==> src/rtl/twr_pkg.sv <==
package twr_pkg;

    // coefficients are integers scaled by 2**COEF_FRAC
    localparam int COEF_FRAC = 8;

    typedef enum logic [2:0] {
        MAG_ZERO,
        MAG_98,
        MAG_181,
        MAG_236,
        MAG_UNIT
    } mag_e;

    typedef struct packed {
        mag_e cmag;
        mag_e smag;
        logic cneg;
        logic sneg;
    } rot_ctl_t;

    function automatic rot_ctl_t make_ctl(mag_e c, mag_e s, logic cn, logic sn);
        rot_ctl_t r;
        r.cmag = c;
        r.smag = s;
        r.cneg = cn;
        r.sneg = sn;
        return r;
    endfunction

    // position count -> rotation control
    function automatic rot_ctl_t decode_cnt(logic [3:0] cnt);
        case (cnt)
            4'd5:          return make_ctl(MAG_236,  MAG_98,   1'b0, 1'b0); // n=1
            4'd1, 4'd6:    return make_ctl(MAG_181,  MAG_181,  1'b0, 1'b0); // n=2
            4'd7, 4'd9:    return make_ctl(MAG_98,   MAG_236,  1'b0, 1'b0); // n=3
            4'd2:          return make_ctl(MAG_ZERO, MAG_UNIT, 1'b0, 1'b0); // n=4
            4'd3, 4'd10:   return make_ctl(MAG_181,  MAG_181,  1'b1, 1'b0); // n=6
            4'd11:         return make_ctl(MAG_236,  MAG_98,   1'b1, 1'b1); // n=9
            default:       return make_ctl(MAG_UNIT, MAG_ZERO, 1'b0, 1'b0); // n=0
        endcase
    endfunction

endpackage

==> src/rtl/twr_angle_dec.sv <==
module twr_angle_dec
    import twr_pkg::*;
(
    input  logic [3:0] cnt,
    output rot_ctl_t   ctl
);
    always_comb ctl = decode_cnt(cnt);
endmodule

==> src/rtl/twr_mcm.sv <==
// Shared constant multiplier for one operand: x*236 and x*98 are formed
// in one three-input adder each and registered; x*181 is derived after the
// register from the x*98 product.
module twr_mcm #(
    parameter int DATA_W = 16,
    parameter int PROD_W = 26
) (
    input  logic                     clk,
    input  logic                     rst,
    input  logic signed [DATA_W-1:0] x,
    output logic signed [PROD_W-1:0] x_q,
    output logic signed [PROD_W-1:0] p98_q,
    output logic signed [PROD_W-1:0] p236_q,
    output logic signed [PROD_W-1:0] p181
);
    logic signed [PROD_W-1:0] xe;
    logic signed [PROD_W-1:0] p98_d;
    logic signed [PROD_W-1:0] p236_d;

    always_comb begin
        xe     = PROD_W'(x);
        p236_d = (xe <<< 8) - (xe <<< 4) - (xe <<< 2);
        p98_d  = (xe <<< 6) + (xe <<< 5) + (xe <<< 1);
    end

    always_ff @(posedge clk) begin
        if (rst) begin
            x_q    <= '0;
            p98_q  <= '0;
            p236_q <= '0;
        end else begin
            x_q    <= xe;
            p98_q  <= p98_d;
            p236_q <= p236_d;
        end
    end

    // 181 = 2*98 - 16 + 1
    always_comb p181 = (p98_q <<< 1) - (x_q <<< 4) + x_q;
endmodule

==> src/rtl/twr_round_sat.sv <==
module twr_round_sat #(
    parameter int DATA_W = 16,
    parameter int PROD_W = 26,
    parameter int FRAC   = 8
) (
    input  logic signed [PROD_W-1:0] acc,
    output logic signed [DATA_W-1:0] y
);
    localparam int SUM_W = PROD_W + 1;
    localparam int SH_W  = SUM_W - FRAC;
    localparam logic signed [SH_W-1:0] MAXV = SH_W'((2 ** (DATA_W - 1)) - 1);
    localparam logic signed [SH_W-1:0] MINV = -SH_W'(2 ** (DATA_W - 1));

    logic signed [SUM_W-1:0] biased;
    logic signed [SH_W-1:0]  shifted;

    always_comb begin
        biased  = SUM_W'(acc) + SUM_W'(2 ** (FRAC - 1));
        shifted = SH_W'(biased >>> FRAC);
        if (shifted > MAXV)      y = MAXV[DATA_W-1:0];
        else if (shifted < MINV) y = MINV[DATA_W-1:0];
        else                     y = shifted[DATA_W-1:0];
    end
endmodule

==> src/rtl/twr_rot16.sv <==
module twr_rot16
    import twr_pkg::*;
#(
    parameter int DATA_W = 16
) (
    input  logic                     clk,
    input  logic                     rst,
    input  logic                     in_vld,
    input  logic [3:0]               in_cnt,
    input  logic signed [DATA_W-1:0] in_re,
    input  logic signed [DATA_W-1:0] in_im,
    output logic                     out_vld,
    output logic signed [DATA_W-1:0] out_re,
    output logic signed [DATA_W-1:0] out_im
);
    localparam int PROD_W = DATA_W + COEF_FRAC + 2;
    localparam int LANES  = 2;   // lane 0 real, lane 1 imaginary

    // stage 1: products
    rot_ctl_t ctl_d, ctl_s1;
    logic     vld_s1;

    logic signed [DATA_W-1:0] lane_in [LANES];
    logic signed [PROD_W-1:0] x_q     [LANES];
    logic signed [PROD_W-1:0] p98_q   [LANES];
    logic signed [PROD_W-1:0] p236_q  [LANES];
    logic signed [PROD_W-1:0] p181    [LANES];

    assign lane_in[0] = in_re;
    assign lane_in[1] = in_im;

    twr_angle_dec u_dec (.cnt(in_cnt), .ctl(ctl_d));

    for (genvar g = 0; g < LANES; g++) begin : g_lane
        twr_mcm #(.DATA_W(DATA_W), .PROD_W(PROD_W)) u_mcm (
            .clk   (clk),
            .rst   (rst),
            .x     (lane_in[g]),
            .x_q   (x_q[g]),
            .p98_q (p98_q[g]),
            .p236_q(p236_q[g]),
            .p181  (p181[g])
        );
    end

    always_ff @(posedge clk) begin
        if (rst) begin
            ctl_s1 <= make_ctl(MAG_ZERO, MAG_ZERO, 1'b0, 1'b0);
            vld_s1 <= 1'b0;
        end else begin
            ctl_s1 <= ctl_d;
            vld_s1 <= in_vld;
        end
    end

    // stage 2: coefficient select and complex combine
    function automatic logic signed [PROD_W-1:0] pick(
        mag_e m, logic neg,
        logic signed [PROD_W-1:0] x, logic signed [PROD_W-1:0] q98,
        logic signed [PROD_W-1:0] q181, logic signed [PROD_W-1:0] q236);
        logic signed [PROD_W-1:0] v;
        case (m)
            MAG_98:   v = q98;
            MAG_181:  v = q181;
            MAG_236:  v = q236;
            MAG_UNIT: v = x <<< COEF_FRAC;
            default:  v = '0;
        endcase
        return neg ? -v : v;
    endfunction

    logic signed [PROD_W-1:0] a_c, a_s, b_c, b_s;
    logic signed [PROD_W-1:0] sum_re_d, sum_im_d, sum_re_q, sum_im_q;
    logic                     vld_s2;

    always_comb begin
        a_c = pick(ctl_s1.cmag, ctl_s1.cneg, x_q[0], p98_q[0], p181[0], p236_q[0]);
        a_s = pick(ctl_s1.smag, ctl_s1.sneg, x_q[0], p98_q[0], p181[0], p236_q[0]);
        b_c = pick(ctl_s1.cmag, ctl_s1.cneg, x_q[1], p98_q[1], p181[1], p236_q[1]);
        b_s = pick(ctl_s1.smag, ctl_s1.sneg, x_q[1], p98_q[1], p181[1], p236_q[1]);
        sum_re_d = a_c + b_s;
        sum_im_d = b_c - a_s;
    end

    always_ff @(posedge clk) begin
        if (rst) begin
            sum_re_q <= '0;
            sum_im_q <= '0;
            vld_s2   <= 1'b0;
        end else begin
            sum_re_q <= sum_re_d;
            sum_im_q <= sum_im_d;
            vld_s2   <= vld_s1;
        end
    end

    // stage 3: round, clamp, output register
    logic signed [DATA_W-1:0] re_d, im_d;

    twr_round_sat #(.DATA_W(DATA_W), .PROD_W(PROD_W), .FRAC(COEF_FRAC)) u_rs_re (
        .acc(sum_re_q), .y(re_d));
    twr_round_sat #(.DATA_W(DATA_W), .PROD_W(PROD_W), .FRAC(COEF_FRAC)) u_rs_im (
        .acc(sum_im_q), .y(im_d));

    always_ff @(posedge clk) begin
        if (rst) begin
            out_re  <= '0;
            out_im  <= '0;
            out_vld <= 1'b0;
        end else begin
            out_re  <= re_d;
            out_im  <= im_d;
            out_vld <= vld_s2;
        end
    end
endmodule

==> config.mk <==
export PLATFORM = sky130hd
export DESIGN_NAME = twr_rot16
export DESIGN_NICKNAME = d
export VERILOG_FILES = /design/src/rtl/twr_pkg.sv /design/src/rtl/twr_angle_dec.sv /design/src/rtl/twr_mcm.sv /design/src/rtl/twr_round_sat.sv /design/src/rtl/twr_rot16.sv
export SDC_FILE = /design/constraint.sdc
export NUM_CORES = 1
export LEC_CHECK = 0
export BUFFER_PORTS_ARGS = -buffer_cell sky130_fd_sc_hd__buf_4
export CAP_MARGIN = 5
export CORE_MARGIN = 2
export CORE_UTILIZATION = 40
export CTS_BUF_LIST = sky130_fd_sc_hd__clkbuf_2
export DETAILED_ROUTE_END_ITERATION = 10
export GPL_TIMING_DRIVEN = 1
export HOLD_SLACK_MARGIN = 0.05
export PLACE_DENSITY = 0.53
export SKIP_LAST_GASP = 1
export SYNTH_ARGS = -nofsm -noshare
export SYNTH_HDL_FRONTEND = slang
export SYNTH_SLANG_ARGS = --single-unit
export TNS_END_PERCENT = 100
==> constraint.sdc <==
create_clock -name clk -period 7.1 [get_ports clk]
set_input_delay 0 -clock clk [delete_from_list [all_inputs] [get_ports clk]]
set_output_delay 0 -clock clk [all_outputs]
set_load 0.02 [all_outputs]
==> results.toml <==
[sta]
rsz0062_at_grt = "no"
tightest_slew_ns = 1.03
relSlewSlack = 0.313
fin_ws_ns = 0.416
period_share = 0.941
fmax_ghz = 0.150
finalSetupViolCount = 0
layout_min_cycle_time_ns = 6.68
fin_setup_tns_ns = 0
final_max_slew_viol_count = 0
final_hold_viol_count = 0
fin_worst_skew_ns = 0.0607

[synth]
synth.area.top_cells = "dfxtp_1 (19%), ha_1 (13%), fa_1 (7.9%), nor2_1 (5.6%), xnor2_1 (5.2%)"
ys_ff_latch = 192
synth_cell_types = 98
syn_inst = 2653
yosysTopAreaCell = "dfxtp_1"
synthArstFlopShare = 0
synth.top_cell.area_share = 0.185
synthesis.nets = 2982
syn_area_mm2 = 0.0208
yosysMostFrequentCell = "nor2_1"
synth_ff_type = "dfxtp_1"
postSynthAreaPerCell_um2 = 7.83
synth-edff-count = 0
synth_common_cells = "nor2_1 (308), inv_1 (217), ha_1 (208)"
synth_seq_area_share = 0.185
ys_warn_count = 0

[clock_tree]
ctsLongestPathBuffers = 2
cts_max_level = 4
cts_tree = "yes"
clk_latency_ns = 1.04
cts_buffers = 17
clock_sinks = 192
cts_root_buf = "clkbuf_2"
cts.clk_slew.worst_paths_ns = 0.33

[global_route]
grtUsageTotal = 0.259
grt_pass1_vias = 18300
gr-total-overflow = 0
grt_max_degree = 81
antenna_found_initial = 1
grt_pass1_wl_um = 107000

[detailed_routing]
drcViolationCount = 0
drt_iter0_markers = 1389
ant_nets = 0
wl_um = 69000
firstDrtPassIters = 5
viasPerCell = 5.45
wl_per_cell_um = 19.8
routed-via-count = 19000

[finish]
nNetsFinal = 3125
drive_gt1_frac = 0.0879
register_area_mm2 = 0.00385
syn2layout_area_growth_pct = 12.7
fill_cells = 5206
multi_input_area_mm2 = 0.0157

[place]
portBuffers = 71
place_ws_ns = 0.416
gp_congestion = 0.954
dp_hpwl_um = 55600

[floorplanning]
core_mm2 = 0.0513
start_util = 0.405
io_pins = 72
placement_rows = 83
chipWidth_um = 232
dieHeight_um = 232
die_area_mm2 = 0.0537

[critical_path]
ff2ff_path_depth = 26
crit_type = "reg -> reg"
reg2reg_slack_ns = 0.42
start_kind = "flop"
critPathCaptureType = "flop"
worstPathRequired_ns = 8.09
cp.arrival_ns = 7.68
r2r-start = "g_lane[1].u_mcm.x_q[9]"
r2r-end = "sum_re_q[25]"
crit_fanout = 7

[outcome]
outcome = "complete, no violations"

[run]
cap_viol_max_count = 0

[worst_hold_path]
min_delay_path_depth = 6
min-delay-start = "in_re[6]"
hold_class = "in -> reg"
hold_end = "g_lane[0].u_mcm.p98_q[8]"

[power_and_ir_drop]
irDropWorstVdd_uv = 119
power.density_mw_per_mm2 = 275
cellLeakagePower_nw = 10.1
## layout make-up
cell class              count  area share
clock buffers              17     0.00364
flip-flops and latches    192       0.165
clock inverters            15     0.00818
well taps                 680      0.0364
inverters                 219      0.0351
repair buffers            217      0.0807
multi-input cells        2149       0.671
diodes                      1    0.000107
## report_power, final
group	leakage (nW)	switching [mW]	internal [mW]
registers	1.60	0.216	1.36
clock network	0.157	0.460	0.154
logic	8.33	2.53	1.71
## what timing repair did
action,CTS,global route
setup endpoints to repair,0,2
resized for setup,0,8
buffers inserted,0,2
endpoints found under the hold margin,190,0
hold buffers,104,0
## through the flow
stage | power, mW | hold WS, ns | instances | instance area [um^2] | utilization
finish | 6.43 | 0.223 | 3490 | 23400 | 0.456
floorplan | 4.59 | 0.128 | 2653 | 20800 | -
global route | 6.98 | 0.145 | 3490 | 23400 | 0.456
detailed placement | 5.72 | 0.215 | 3351 | 22000 | 0.430
global placement | 5.69 | 0.216 | 3351 | 22000 | 0.430
CTS | 6.41 | 0.0580 | 3487 | 23400 | 0.455
## critical path: stages, from the launching register on
cell and delay [ns]:
dfxtp_1 0.54, inv_1 0.10, fa_1 0.50, inv_1 0.05, ha_1 0.42, a21oi_2 0.21
o21ai_2 0.13, or3_4 0.40, o22ai_4 0.24, a311oi_1 0.19, a221oi_1 0.51, buf_4 0.25
nand2_1 0.08, o31ai_1 0.28, xnor2_1 0.25, ha_1 0.36, and3_1 0.21, a221o_1 0.36
a21o_1 0.19, nor3_1 0.13, nand3b_1 0.15, a31oi_1 0.32, o21bai_1 0.14, a21oi_1 0.20
xnor2_1 0.15, xnor3_1 0.23, nor2_1 0.08
## routing by layer
| layer | vias up | wire length, um | GRT usage |
|---|---|---|---|
| li1 | 9505 | - | - |
| met4 | 0 | 1430 | 0.0749 |
| met2 | 475 | 30300 | 0.407 |
| met1 | 8995 | 33900 | 0.371 |
| met3 | 57 | 3370 | 0.0327 |
| met5 | - | 0 | 0 |
## kinds of logic after synthesis
group | synth area share
flip-flops | 0.185
buffers and inverters | 0.0595
AO/OA/AOI/OAI | 0.212
XOR/XNOR | 0.0960
AND/OR/NAND/NOR | 0.202
adder cells (fa/ha/maj) | 0.205
multiplexers | 0.0398
## sequential cells by signal (all words and copies together) (netlist names), 7 cells and up
register and cells:
g_lane.u_mcm.p236_q 46, g_lane.u_mcm.p98_q 44, g_lane.u_mcm.x_q 22, sum_im_q 19, sum_re_q 19, out_im 16
out_re 16, ctl_s1 7
## placed cells by master, fill, tap and decap left out, types with 104 or more instances in the layout
| master | synthesis | routed |
|---|---|---|
| nor2_1 | 308 | 305 |
| inv_1 | 217 | 217 |
| buf_4 | 6 | 113 |
| o21ai_0 | 177 | 177 |
| nand2_1 | 205 | 205 |
| dfxtp_1 | 192 | 185 |
| ha_1 | 208 | 208 |
| dlygate4sd3_1 | 0 | 104 |
| a21oi_1 | 165 | 164 |
| xnor2_1 | 123 | 123 |
## how the worst max path moves through the flow
stage,to,depth (start not counted),startpoint
after CTS,sum_re_q[25],27,g_lane[0].u_mcm.p98_q[1]
after detailed placement,sum_re_q[25],27,g_lane[0].u_mcm.p98_q[1]
after global placement,sum_re_q[25],27,g_lane[0].u_mcm.p98_q[1]
final,sum_re_q[25],26,g_lane[1].u_mcm.x_q[9]
after floorplan,sum_re_q[25],28,g_lane[0].u_mcm.p98_q[1]
after global routing,sum_re_q[25],27,g_lane[0].u_mcm.x_q[5]
Power figures use the tool's default switching activity.
